--- src/rtl/cwf_pkg.sv ---
package cwf_pkg;
    // Largest limit expressible in a field of the given width.
    function automatic int unsigned cwf_max_limit(input int unsigned mw);
        return (1 << mw) - 1;
    endfunction
    // Counter width holding any run beyond the largest limit.
    function automatic int unsigned cwf_count_width(input int unsigned mw);
        return mw + 1;
    endfunction
endpackage

--- src/rtl/cwf_run_len.sv ---
// Saturating running count of consecutive set bits ending at each index,
// counted from index 0 upward. Only the top NOUT counts are exported.
module cwf_run_len #(
    parameter int unsigned M    = 135,
    parameter int unsigned NOUT = 128,
    parameter int unsigned CW   = 4
) (
    input  logic [M-1:0]       v,
    output logic [NOUT*CW-1:0] cnt
);
    localparam logic [CW-1:0] SAT = '1;
    localparam int unsigned   OFS = M - NOUT;

    logic [CW-1:0] chain [M];

    assign chain[0] = v[0] ? CW'(1) : '0;

    for (genvar i = 1; i < M; i++) begin : g_chain
        assign chain[i] = !v[i]              ? '0  :
                          (chain[i-1] == SAT) ? SAT :
                                                chain[i-1] + CW'(1);
    end

    for (genvar q = 0; q < NOUT; q++) begin : g_out
        assign cnt[q*CW +: CW] = chain[OFS + q];
    end
endmodule

--- src/rtl/cwf_keep.sv ---
// Decides per chip strip whether its cluster survives the width limit.
module cwf_keep #(
    parameter int unsigned N  = 128,
    parameter int unsigned CW = 4,
    parameter int unsigned MW = 3
) (
    input  logic [N-1:0]    v,
    input  logic [N*CW-1:0] lcnt,
    input  logic [N*CW-1:0] rcnt,
    input  logic [MW-1:0]   max_width,
    output logic [N-1:0]    keep
);
    localparam int unsigned SW = CW + 1;

    for (genvar j = 0; j < N; j++) begin : g_strip
        logic [SW-1:0] width;
        // Both counts include strip j itself, so subtract one.
        assign width   = SW'(lcnt[j*CW +: CW]) + SW'(rcnt[j*CW +: CW]) - SW'(1);
        assign keep[j] = v[j] && ((max_width == '0) || (width <= SW'(max_width)));
    end
endmodule

--- src/rtl/hit_cluster_filter.sv ---
module hit_cluster_filter
    import cwf_pkg::*;
#(
    parameter int unsigned NSTRIPS = 128,
    parameter int unsigned MW      = 3,
    localparam int unsigned NB     = cwf_max_limit(MW)
) (
    input  logic               clk,
    input  logic               rst_n,
    input  logic [MW-1:0]      max_width,
    input  logic               valid_in,
    input  logic [NSTRIPS-1:0] hits_in,
    input  logic [NB-1:0]      nbr_lo,
    input  logic [NB-1:0]      nbr_hi,
    output logic               valid_out,
    output logic [NSTRIPS-1:0] hits_out
);
    localparam int unsigned CW = cwf_count_width(MW);
    localparam int unsigned E  = NSTRIPS + 2 * NB;
    localparam int unsigned M  = NSTRIPS + NB;

    logic [E-1:0]          v_ext;
    logic [M-1:0]          v_rev;
    logic [NSTRIPS*CW-1:0] lcnt;
    logic [NSTRIPS*CW-1:0] rout;
    logic [NSTRIPS*CW-1:0] rcnt;
    logic [NSTRIPS-1:0]    hits_next;

    assign v_ext = {nbr_hi, hits_in, nbr_lo};

    // Reverse the upper part so one counter design measures runs downward.
    for (genvar k = 0; k < M; k++) begin : g_rev
        assign v_rev[k] = v_ext[E-1-k];
    end

    cwf_run_len #(.M(M), .NOUT(NSTRIPS), .CW(CW)) u_left (
        .v   (v_ext[M-1:0]),
        .cnt (lcnt)
    );

    cwf_run_len #(.M(M), .NOUT(NSTRIPS), .CW(CW)) u_right (
        .v   (v_rev),
        .cnt (rout)
    );

    for (genvar j = 0; j < NSTRIPS; j++) begin : g_rmap
        assign rcnt[j*CW +: CW] = rout[(NSTRIPS-1-j)*CW +: CW];
    end

    cwf_keep #(.N(NSTRIPS), .CW(CW), .MW(MW)) u_keep (
        .v         (hits_in),
        .lcnt      (lcnt),
        .rcnt      (rcnt),
        .max_width (max_width),
        .keep      (hits_next)
    );

    always_ff @(posedge clk or negedge rst_n) begin
        if (!rst_n) begin
            valid_out <= 1'b0;
            hits_out  <= '0;
        end else begin
            valid_out <= valid_in;
            if (valid_in) begin
                hits_out <= hits_next;
            end
        end
    end


    valid_follow_chk: assert property (@(posedge clk) disable iff (!rst_n)
        valid_in |=> valid_out);


    valid_drop_chk: assert property (@(posedge clk) disable iff (!rst_n)
        !valid_in |=> !valid_out);


    hold_chk: assert property (@(posedge clk) disable iff (!rst_n)
        !valid_in |=> $stable(hits_out));


    bypass_chk: assert property (@(posedge clk) disable iff (!rst_n)
        (valid_in && max_width == '0) |=> (hits_out == $past(hits_in)));


    no_new_hits_chk: assert property (@(posedge clk) disable iff (!rst_n)
        valid_in |=> ((hits_out & ~$past(hits_in)) == '0));

    for (genvar j = 1; j < NSTRIPS - 1; j++) begin : g_iso

        isolated_pass_chk: assert property (@(posedge clk) disable iff (!rst_n)
            (valid_in && max_width != '0 && hits_in[j] && !hits_in[j-1] && !hits_in[j+1])
            |=> hits_out[j]);
    end
endmodule

--- config.mk ---
export PLATFORM = sky130hd
export DESIGN_NAME = hit_cluster_filter
export DESIGN_NICKNAME = d
export VERILOG_FILES = /design/src/rtl/cwf_pkg.sv /design/src/rtl/cwf_run_len.sv /design/src/rtl/cwf_keep.sv /design/src/rtl/hit_cluster_filter.sv
export SDC_FILE = /design/constraint.sdc
export NUM_CORES = 2
export LEC_CHECK = 0
export BUFFER_PORTS_ARGS = -buffer_cell sky130_fd_sc_hd__buf_2
export CAP_MARGIN = 0
export CORE_ASPECT_RATIO = 2
export CORE_MARGIN = 4
export CORE_UTILIZATION = 44
export CTS_BUF_LIST = sky130_fd_sc_hd__clkbuf_8
export DETAILED_ROUTE_END_ITERATION = 7
export GPL_TIMING_DRIVEN = 0
export PLACE_DENSITY = 0.65
export SETUP_SLACK_MARGIN = 0.15
export SYNTH_ARGS = -nofsm -noshare
export SYNTH_HDL_FRONTEND = slang
export SYNTH_SLANG_ARGS = --single-unit
--- constraint.sdc ---
create_clock -name clk -period 1.5 [get_ports clk]
set_input_delay 0 -clock clk [delete_from_list [all_inputs] [get_ports clk]]
set_output_delay 0 -clock clk [all_outputs]
set_load 0.02 [all_outputs]
==> flow_metrics.env <==
export IMPL_outcome="complete, but fails checks"
export IMPL_violations="negative hold slack, max-capacitance violations, max-slew violations, negative setup slack"
export IMPL_max_freq_mhz=9.622
export IMPL_dieArea_um2=201500
export IMPL_regArea_um2=3228
export IMPL_dr_first_iter_drc_count=4883
export IMPL_dp_hpwl_um=240000
export IMPL_root_buffer="clkbuf_8"
export IMPL_final_nets=14970
export IMPL_overflow=0
export IMPL_seq_area_frac_synth_pct=3.783
export IMPL_start_util_pct=44.25
export IMPL_path_class="in -> reg"
export IMPL_routed_wl_um=322100
export IMPL_dp_slack_ns=-122.97
export IMPL_ys_seq_elements=129
export IMPL_areaGrowthSynthToFinish_pct=31.69
export IMPL_rsz0062_at_grt="true"
export IMPL_fin_cells=15710
export IMPL_power_density_nw_per_um2=529.5
export IMPL_place_area_um2=93510
export IMPL_synth_most_common_cell="inv_1"
export IMPL_portBuffers=229
export IMPL_clock_path_buffers=3
export IMPL_yosysWarnings=0
export IMPL_rows=228
export IMPL_synth_main_ff_cell="dfrtp_1"
export IMPL_core_area_um2=192800
export IMPL_nFillCells=17230
export IMPL_synth_net_count=13210
export IMPL_io_pins=277
export IMPL_numCtsBuffers=25
export IMPL_crit_path_end_kind="register"
export IMPL_crit_buf_inv=183
export IMPL_synth_top_area_share_pct=22.67
export IMPL_maxCapViolCount=1
export IMPL_slew_headroom_pct=-3.711
export IMPL_synthTopCellsByCount="inv_1 (2233), ha_1 (1546), nor2_1 (724), nand2_1 (648), o21ai_0 (626)"
export IMPL_critPathRequiredTime_ns=2.05
export IMPL_grt_max_degree=73
export IMPL_worstSetupStartpointType="primary input"
export IMPL_hp_class="in -> async"
export IMPL_synth_area_top_cells="ha_1 (23%), inv_1 (9.8%), dfrtp_1 (3.8%)"
export IMPL_drive_gt1_share_pct=35.77
export IMPL_post_place_cells=14160
export IMPL_wl_per_cell_um=20.51
export IMPL_fin_ws_ns=-102.43
export IMPL_min_period_ns=103.93
export IMPL_multi_input_area_um2=79480
export IMPL_postRouteAntennaNets=0
export IMPL_die_height_um=630.8
export IMPL_synth_area_um2=85330
export IMPL_postSynthAreaPerCell_um2=7.491
export IMPL_hold_viol_final=51
export IMPL_crit_arrival_ns=104.48
export IMPL_tightest_slew_ns=1.556
export IMPL_peakVddDrop_mv=0.5206
export IMPL_place_congestion=0.9908
export IMPL_finalSetupTns_ns=-10121.70
export IMPL_slowest_delay_ns=0.53
export IMPL_hold_ws_ns=-0.1065
export IMPL_clk_pin_slew_ns=0.11
export IMPL_drv_slew=11
export IMPL_grt_first_pass_wirelength_um=487100
export IMPL_num_vias=94780
export IMPL_route_detailed_drc=0
export IMPL_htreeDepth=4
export IMPL_die_w_um=319.4
export IMPL_setup_viol=128
export IMPL_final_setup_skew_ns=0
export IMPL_power_leakage_nw=50.51
export IMPL_netlist_instances=11390
export IMPL_cp_max_fo=9
export IMPL_critPathTopFamily="simple AND/OR/NAND/NOR gates"
export IMPL_fin_area_um2=112400
export IMPL_antenna_found_initial=31
export IMPL_cts_sinks=129
export IMPL_timing_critical_path_mode_cell="ha_4"
export IMPL_yosysTopAreaCell="ha_1"
export IMPL_hold_buffers=118
export IMPL_cts_tree="built"
export IMPL_finalCritPeriodShare_pct=6929
export IMPL_synth_edf_count=0
export IMPL_crit_path_top_delay_cell="or4b_1"
export IMPL_grt_pass1_vias=95270
export IMPL_track_usage_pct=29.33
export IMPL_viasPerCell=6.034
export IMPL_dr_pass1_iters=6
export IMPL_worstSkewPairLatency_ns=0.69
export IMPL_ys_async_sr_fraction_pct=100.0
export IMPL_yosysUniqueCellTypes=220
-- final timing paths --
check | from | endpoint | slack [ns] | cells after the start
worst max-delay path | nbr_hi[6] | hits_out[0]$_DFFE_PN0P_ | -102.43 | 702
worst min-delay path | rst_n | hits_out[123]$_DFFE_PN0P_ | -0.11 | 2
worst max register to register | hits_out[61]$_DFFE_PN0P_ | hits_out[61]$_DFFE_PN0P_ | 0.71 | 2
worst min register to register | hits_out[37]$_DFFE_PN0P_ | hits_out[37]$_DFFE_PN0P_ | 0.52 | 2
max in group asynchronous | rst_n | hits_out[68]$_DFFE_PN0P_ | 0.51 | 3
min in group clk | hits_in[22] | hits_out[22]$_DFFE_PN0P_ | 0.01 | 5
-- stage by stage --
step	utilization, %	power [W]	hold WS (ns)
global placement	48.39	0.04563	0.2175
CTS	53.62	0.05553	-0.1203
global route	58.25	0.06568	-0.07912
floorplan	-	0.03668	-0.2956
detailed placement	48.49	0.04762	0.04093
finish	58.27	0.05950	-0.1065
-- report_power, final --
part           switching, W  internal (W)
Combinational        0.0283        0.0224
Sequential         0.000521       0.00413
Clock               0.00248       0.00168
Total                0.0313        0.0282
-- metal layers --
metal | share of wire, % | vias up | GRT usage [%]
met5 | 0.047 | - | 0
met2 | 52 | 3376 | 56.99
met4 | 9.3 | 24 | 22.38
li1 | - | 44470 | -
met3 | 4.8 | 1580 | 4.021
met1 | 34 | 45330 | 27.29
-- cell type report --
| type | instances | area share, % |
|---|---|---|
| buffer | 341 | 3.533 |
| clock buffer | 28 | 0.3429 |
| timing repair buffer | 1731 | 11.57 |
| tap | 2530 | 2.817 |
| antenna | 23 | 0.05122 |
| inverter | 2332 | 8.075 |
| multi-input combinational | 8589 | 70.72 |
| sequential | 129 | 2.873 |
| clock inverter | 3 | 0.01336 |
-- worst register-to-register path, stage by stage, from the launching register on --
cell	delay [ns]
dfrtp_1	0.49
inv_1	0.06
o21ai_0	0.17
-- cell usage in the layout, fill, tap and decap left out, types with 107 or more instances in the layout --
cell type      synthesis  routed
ha_4                   0     197
nand3_1              378     333
inv_2                 59     287
a31oi_1              193     185
nor2_1               724     543
inv_1               2233    1940
buf_2                  9     233
nor2_2                18     133
clkbuf_8             177     175
o21ai_2               56     160
nand2_1              648     589
ha_1                1546    1242
nor3_1               190     139
xor2_1               230     229
o21ai_4                4     124
a21o_1               177     175
a211oi_1             185     146
nand4_1              115     115
o21ai_1              140     174
dfrtp_1              129     129
dlygate4sd3_1          0     118
o21ai_0              626     368
o211ai_1             146     146
buf_4                 31    1384
fa_1                 128     128
ha_2                   0     107
a21oi_1              513     463
-- kinds of logic (layout without fill, tap and decap cells) --
family                   after synthesis  after routing  synth area share, %
buffers and inverters               2673           4435                14.72
flip-flops                           129            129                3.783
multiplexers                         122            122                1.867
other                                  0             23                    0
adder cells (fa/ha/maj)             1676           1676                25.70
AO/OA/AOI/OAI                       3439           3439                31.13
AND/OR/NAND/NOR                     3057           3057                19.74
XOR/XNOR                             295            295                3.059
-- what timing repair did --
action | in CTS | in global routing
endpoints found under the hold margin | 246 | 31
cloned | 0 | 5
pin swaps | 490 | 580
endpoints found under the setup margin | 171 | 165
buffers inserted | 679 | 694
resized for setup | 703 | 920
-- flip-flops by register name, summed over array words and instances (netlist names) --
| signal | count |
|---|---|
| hits_out | 128 |
| valid_out | 1 |
No activity file was read; power rests on OpenSTA's default activity.
